===== src/rtl/exc_prio_pkg.sv =====
package exc_prio_pkg;
    localparam int SYS_VECS   = 16;  // core exception vectors held in the system bank
    localparam int FIXED_VECS = 4;   // vectors 0..3 are not programmable
    localparam int BYTE_W     = 8;   // width of a priority byte lane
endpackage


===== src/rtl/exc_prio_bank.sv =====
module exc_prio_bank
    import exc_prio_pkg::*;
#(
    parameter int DEPTH     = 16,
    parameter int PRIO_BITS = 4,
    parameter int LOCKED    = 0,
    localparam int IW       = (DEPTH > 1) ? $clog2(DEPTH) : 1
) (
    input  logic                       clk,
    input  logic                       rst_n,
    input  logic                       wr_en_i,
    input  logic [IW-1:0]              wr_idx_i,
    input  logic [BYTE_W-1:0]          wr_byte_i,
    input  logic [IW-1:0]              rd_idx_i,
    output logic [BYTE_W-1:0]          rd_byte_o,
    output logic [DEPTH*PRIO_BITS-1:0] lvl_next_o
);
    localparam int SHIFT = BYTE_W - PRIO_BITS;

    logic [PRIO_BITS-1:0] lvl_q [DEPTH];
    logic [PRIO_BITS-1:0] lvl_d [DEPTH];
    logic                 unused_wr_bits;

    assign unused_wr_bits = ^wr_byte_i;

    always_comb begin
        lvl_d = lvl_q;
        if (wr_en_i && int'(wr_idx_i) >= LOCKED && int'(wr_idx_i) < DEPTH) begin
            lvl_d[wr_idx_i] = wr_byte_i[BYTE_W-1 -: PRIO_BITS];
        end
    end

    always_ff @(posedge clk or negedge rst_n) begin
        if (!rst_n) begin
            for (int i = 0; i < DEPTH; i++) lvl_q[i] <= '0;
        end else begin
            lvl_q <= lvl_d;
        end
    end

    always_comb begin
        rd_byte_o = '0;
        if (int'(rd_idx_i) < DEPTH) begin
            rd_byte_o = BYTE_W'(lvl_q[rd_idx_i]) << SHIFT;
        end
    end

    for (genvar g = 0; g < DEPTH; g++) begin : g_lvl
        assign lvl_next_o[g*PRIO_BITS +: PRIO_BITS] = lvl_d[g];
    end
endmodule


===== src/rtl/exc_prio_pick.sv =====
module exc_prio_pick
    import exc_prio_pkg::*;
#(
    parameter int NUM_VEC   = 48,
    parameter int PRIO_BITS = 4,
    localparam int VW       = $clog2(NUM_VEC),
    localparam int OW       = ((PRIO_BITS < 2) ? 2 : PRIO_BITS) + 1
) (
    input  logic [NUM_VEC-1:0]           cand_i,
    input  logic [NUM_VEC*PRIO_BITS-1:0] lvl_i,
    output logic                         valid_o,
    output logic [VW-1:0]                vec_o,
    output logic signed [OW-1:0]         prio_o
);
    logic signed [OW-1:0] cur;

    always_comb begin
        valid_o = 1'b0;
        vec_o   = '0;
        prio_o  = '0;
        cur     = '0;
        for (int v = 1; v < NUM_VEC; v++) begin
            if (v < FIXED_VECS) begin
                cur = OW'(v - FIXED_VECS);
            end else begin
                cur = OW'($signed({1'b0, lvl_i[v*PRIO_BITS +: PRIO_BITS]}));
            end
            // strict less-than keeps the earlier (lower) vector on a tie
            if (cand_i[v] && (!valid_o || cur < prio_o)) begin
                valid_o = 1'b1;
                vec_o   = VW'(v);
                prio_o  = cur;
            end
        end
    end
endmodule


===== src/rtl/exc_prio_resolver.sv =====
module exc_prio_resolver
    import exc_prio_pkg::*;
#(
    parameter int NUM_IRQ   = 32,
    parameter int PRIO_BITS = 4,
    localparam int NUM_VEC  = SYS_VECS + NUM_IRQ,
    localparam int VW       = $clog2(NUM_VEC),
    localparam int OW       = ((PRIO_BITS < 2) ? 2 : PRIO_BITS) + 1,
    localparam int EIW      = (NUM_IRQ > 1) ? $clog2(NUM_IRQ) : 1
) (
    input  logic                 clk,
    input  logic                 rst_n,
    input  logic [NUM_VEC-1:0]   pend_i,
    input  logic [NUM_VEC-1:0]   enable_i,
    input  logic                 wr_en_i,
    input  logic [VW-1:0]        wr_vec_i,
    input  logic [BYTE_W-1:0]    wr_byte_i,
    input  logic [VW-1:0]        rd_vec_i,
    output logic [BYTE_W-1:0]    rd_byte_o,
    output logic                 valid_o,
    output logic [VW-1:0]        vec_o,
    output logic signed [OW-1:0] prio_o
);
    typedef struct packed {
        logic                 valid;
        logic [VW-1:0]        vec;
        logic signed [OW-1:0] pri;
    } res_t;

    res_t res_d, res_q;

    logic                           sys_wr, ext_wr, ext_rd;
    logic [3:0]                     sys_wr_idx, sys_rd_idx;
    logic [EIW-1:0]                 ext_wr_idx, ext_rd_idx;
    logic [BYTE_W-1:0]              sys_rd_byte, ext_rd_byte;
    logic [SYS_VECS*PRIO_BITS-1:0]  sys_lvl;
    logic [NUM_IRQ*PRIO_BITS-1:0]   ext_lvl;
    logic                           pick_valid;
    logic [VW-1:0]                  pick_vec;
    logic signed [OW-1:0]           pick_pri;

    // address decode into the two banks
    assign sys_wr     = wr_en_i && (int'(wr_vec_i) < SYS_VECS);
    assign ext_wr     = wr_en_i && (int'(wr_vec_i) >= SYS_VECS) && (int'(wr_vec_i) < NUM_VEC);
    assign ext_rd     = (int'(rd_vec_i) >= SYS_VECS) && (int'(rd_vec_i) < NUM_VEC);
    assign sys_wr_idx = 4'(wr_vec_i);
    assign sys_rd_idx = 4'(rd_vec_i);
    assign ext_wr_idx = EIW'(wr_vec_i - VW'(SYS_VECS));
    assign ext_rd_idx = EIW'(rd_vec_i - VW'(SYS_VECS));

    exc_prio_bank #(
        .DEPTH     (SYS_VECS),
        .PRIO_BITS (PRIO_BITS),
        .LOCKED    (FIXED_VECS)
    ) u_sys_bank (
        .clk        (clk),
        .rst_n      (rst_n),
        .wr_en_i    (sys_wr),
        .wr_idx_i   (sys_wr_idx),
        .wr_byte_i  (wr_byte_i),
        .rd_idx_i   (sys_rd_idx),
        .rd_byte_o  (sys_rd_byte),
        .lvl_next_o (sys_lvl)
    );

    exc_prio_bank #(
        .DEPTH     (NUM_IRQ),
        .PRIO_BITS (PRIO_BITS),
        .LOCKED    (0)
    ) u_ext_bank (
        .clk        (clk),
        .rst_n      (rst_n),
        .wr_en_i    (ext_wr),
        .wr_idx_i   (ext_wr_idx),
        .wr_byte_i  (wr_byte_i),
        .rd_idx_i   (ext_rd_idx),
        .rd_byte_o  (ext_rd_byte),
        .lvl_next_o (ext_lvl)
    );

    always_comb begin
        rd_byte_o = '0;
        if (int'(rd_vec_i) < SYS_VECS) rd_byte_o = sys_rd_byte;
        else if (ext_rd)                rd_byte_o = ext_rd_byte;
    end

    // arbitration uses the post-write levels so a write is seen one clock later
    exc_prio_pick #(
        .NUM_VEC   (NUM_VEC),
        .PRIO_BITS (PRIO_BITS)
    ) u_pick (
        .cand_i  (pend_i & enable_i),
        .lvl_i   ({ext_lvl, sys_lvl}),
        .valid_o (pick_valid),
        .vec_o   (pick_vec),
        .prio_o  (pick_pri)
    );

    always_comb begin
        res_d       = '0;
        res_d.valid = pick_valid;
        if (pick_valid) begin
            res_d.vec = pick_vec;
            res_d.pri = pick_pri;
        end
    end

    always_ff @(posedge clk or negedge rst_n) begin
        if (!rst_n) res_q <= '0;
        else        res_q <= res_d;
    end

    assign valid_o = res_q.valid;
    assign vec_o   = res_q.vec;
    assign prio_o  = res_q.pri;
endmodule


===== config.mk =====
export PLATFORM = sky130hd
export DESIGN_NAME = exc_prio_resolver
export DESIGN_NICKNAME = d
export VERILOG_FILES = /design/src/rtl/exc_prio_pkg.sv /design/src/rtl/exc_prio_bank.sv /design/src/rtl/exc_prio_pick.sv /design/src/rtl/exc_prio_resolver.sv
export SDC_FILE = /design/constraint.sdc
export NUM_CORES = 1
export LEC_CHECK = 0
export BUFFER_PORTS_ARGS = -buffer_cell sky130_fd_sc_hd__buf_2
export CORE_MARGIN = 4
export CORE_UTILIZATION = 35
export CTS_CLUSTER_DIAMETER = 30
export DETAILED_ROUTE_END_ITERATION = 10
export GPL_TIMING_DRIVEN = 0
export HOLD_SLACK_MARGIN = 0.08
export SLEW_MARGIN = 30
export SYNTH_ARGS = -nofsm -noshare
export SYNTH_HDL_FRONTEND = slang
export SYNTH_SLANG_ARGS = --single-unit

===== constraint.sdc =====
create_clock -name clk -period 209.7 [get_ports clk]
set_input_delay 62.91 -clock clk [delete_from_list [all_inputs] [get_ports clk]]
set_output_delay 62.91 -clock clk [all_outputs]
set_load 0.005 [all_outputs]

==> metrics <==
status=completed; period utilization=67.9%; Post-CTS Resized=0; Area Overhead vs Synth=16.1%; Die Area=57,300 um^2; sequential fraction of the synthesis area=27.3%; worst-margin pin slew=0.919 ns; RSZ-0062 raised after global routing=false; clock skew=0.0184 ns; mean post-synth cell area=9.09 um^2; Post-Syn Instances=2,061; Place WS=67.99 ns; startpoint types=input port; Min Clock Period, post-route=142.41 ns; CP most frequent cell=ha_1; Core Area=52,800 um^2; Synth top area share=27.3%; # diodes=0; vias in the first global route=16,900; YS warnings=0; Worst VDD drop=0.00636 mV; maximum clock path buffer count=3; CTS Root Cell=clkbuf_16; fill count=5,177; RR Startpoint=u_sys_bank.lvl_q[47]; Synth Register Bits=204; Worst path max stage delay=0.81 ns; final hold slack=0.450 ns; die height=239 um; top sig layer=met5; Leakage=10.3 nW; Worst Reg-to-Reg Cells=360; fin util=41.2%; nets=2,483; Mapped Area=18,700 um^2; proportion of layout cells with a drive suffix above 1=20.3%; WHS Endpoint=u_sys_bank.lvl_q[52]; Hold Buf Count CTS=0; mean routed wirelength per cell=20.4 um; top_reg_cell synth=dfrtp_1; met2 WL=27.7 mm; Clock transition at path regs=0.05 ns; max-slew violations=0; io pins=139; Hold Crit Depth=1; Worst Setup End Kind=flip-flop; hold path startpoint=u_sys_bank.lvl_q[52]; Clock Latency Late Sink=0.54 ns; Worst Path Arrival=142.82 ns; clock power share=27.3%; Worst Path Max Fanout=10; Starting Density=35.5%; critical path's slowest cell=a2111oi_0; Clock Sinks=204; Post-CTS Setup Inserts=0; CTS tree=done; worst setup path category=input port to flip-flop; sequential power share=19.5%; synth top area cells=dfrtp_1 (27%), ha_1 (8.7%), mux4_2 (7.2%), mux2_2 (5.8%), mux2i_1 (5.6%); Iteration-0 DRC Markers=1,257; Async SR Flop Fraction=100%; largest net degree at the start of global routing=90; f_max=7.02 MHz; DIE WIDTH=239 um; Distinct cells, synth=117; Global Route Usage Sum=20.3%; Logic pwr share=53.1%; Num CTS Buffers=43; grt ovf=0; initial antenna violation count=1; Vias/cell=5.83; worst rel slew slack=37.1%; most area-hungry cell type in the Yosys netlist=dfrtp_1; Final setup violation count=0; Max Cap Viol=0; internal reg-to-reg setup slack=130.76 ns; final worst slack=67.29 ns; H-Tree Depth=2; WL final=60.2 mm; Site Rows=84; reg2reg end=prio_o[0]; switch share=41.4%; pwr/cell area=11.3 nW/um^2; placer congestion estimate=0.924; Pint=0.000143 W; first-pass GRT wire length=94.1 mm; Port-buffer cells=121; met1 WL=27.9 mm; Worst EP required=210.11 ns; HP Class=flip-flop to flip-flop; Detailed Place HPWL=48.7 mm; Tot Pwr=0.000245 W; Post-synth EDFFs=0; final hold viol count=0; DRC=0; Sw Pwr=0.000102 W; met3 WL post-DR=3.36 mm; routed via count=17,200; setup TNS=0 ns; Post-DRT Antenna Nets=0; DR pass1 iterations=5
[area by class of cell]
cell class	count	area, um^2	area share, %
Inverter	144	554	2.55
Tap cell	688	861	3.96
Sequential cell	204	5100	23.5
Clock inverter	20	259	1.19
Buffer	89	392	1.80
Timing Repair Buffer	125	691	3.18
Multi-Input combinational cell	1627	12700	58.4
Clock buffer	56	1170	5.40
[state kept, by name, indices dropped and copies added (netlist names)]
register	cells
u_ext_bank.lvl_q	128
u_sys_bank.lvl_q	64
prio_o	5
valid_o	1
vec_o	6
[logic make-up (layout without fill, tap and decap cells)]
kind of cell	count (synthesis)	after routing	synth area share, %
adder cells (fa/ha/maj)	130	130	8.68
AND/OR/NAND/NOR	611	611	15.9
other	1	4	0.0200
AO/OA/AOI/OAI	619	619	24.3
multiplexers	263	263	18.8
buffers and inverters	233	434	5.03
flip-flops	204	204	27.3
[worst max-delay path by stage]
| stage | depth (start not counted) | endpoint | from | slack (ns) |
|---|---|---|---|---|
| CTS | 362 | prio_o[0] | pend_i[1] | 68.12 |
| global placement | 364 | prio_o[0] | pend_i[1] | 68.13 |
| floorplan | 364 | prio_o[0] | wr_vec_i[0] | 80.07 |
| finish | 364 | prio_o[0] | pend_i[1] | 67.29 |
| global route | 365 | prio_o[0] | wr_vec_i[1] | 60.89 |
| detailed placement | 361 | prio_o[0] | pend_i[1] | 67.99 |
[cell usage in the layout (no fill, tap or decap), drive strengths merged, types with 9 or more instances in the layout]
master   Yosys  routed
a211o       13      13
a21o        53      53
a2111oi     10      10
and3        15      15
nand3       62      62
nor3        37      37
a21oi      130     130
dfrtp      204     204
nor2       159     159
nor3b        9       9
nand2      172     172
clkinv       2      11
and2        32      32
nand4       19      19
mux2i      104     104
a211oi      30      30
nand2b      29      29
o21ai      123     123
a31oi       25      25
or3         18      18
ha         130     130
nor2b       10      10
o21bai      10      10
o31ai       13      13
inv        141     148
mux4        60      60
o21a        46      46
buf         25     150
or2         15      15
a31o        12      12
mux2        99      99
o211ai      32      32
clkbuf      64     120
[per-stage QoR]
stage,cell area [um^2],std cells
finish,21700,2953
global route,21700,2953
global placement,20200,2873
CTS,21700,2953
floorplan,18700,2064
detailed placement,20300,2877
[Yosys cell counts (all sizes together), types with 9 or more instances]
library cell and instances:
mux2i 104, inv 141, a31oi 25, mux4 60
a211o 13, a21o 53, or2 15, nand3 62
nand2 172, o211ai 32, a211oi 30, mux2 99
clkbuf 64, and2 32, o21bai 10, dfrtp 204
nor2b 10, o21ai 123, buf 25, and3 15
nor3b 9, a2111oi 10, a21oi 130, or3 18
nor3 37, a31o 12, nand2b 29, nor2 159
nand4 19, o31ai 13, o21a 46, ha 130
[critical path, delay by kind of cell]
| family | cells | cell delay [ns] |
|---|---|---|
| AOI/OAI and AO/OA | 171 | 39.77 |
| and+or+nand+nor | 108 | 18.97 |
| adders and majority gates | 43 | 11.79 |
| buffers and inverters | 32 | 5.68 |
| muxes | 10 | 3.51 |
[per-layer routing]
layer	track usage, %	vias up
met5	0	-
met4	4.26	2
met3	2.74	86
met2	33.5	523
met1	28.6	8466
li1	-	8136
[power groups by stage]
stage	clock [W]	combinational [W]	sequential, W
final	0.0000670	0.000130	0.0000479
after global routing	0.0000699	0.000145	0.0000483
after CTS	0.0000676	0.000129	0.0000478
after detailed placement	0	0.000128	0.0000483
after global placement	0	0.000126	0.0000481
after floorplan	0	0.0000961	0.0000474
No activity file was read; power rests on OpenSTA's default activity.
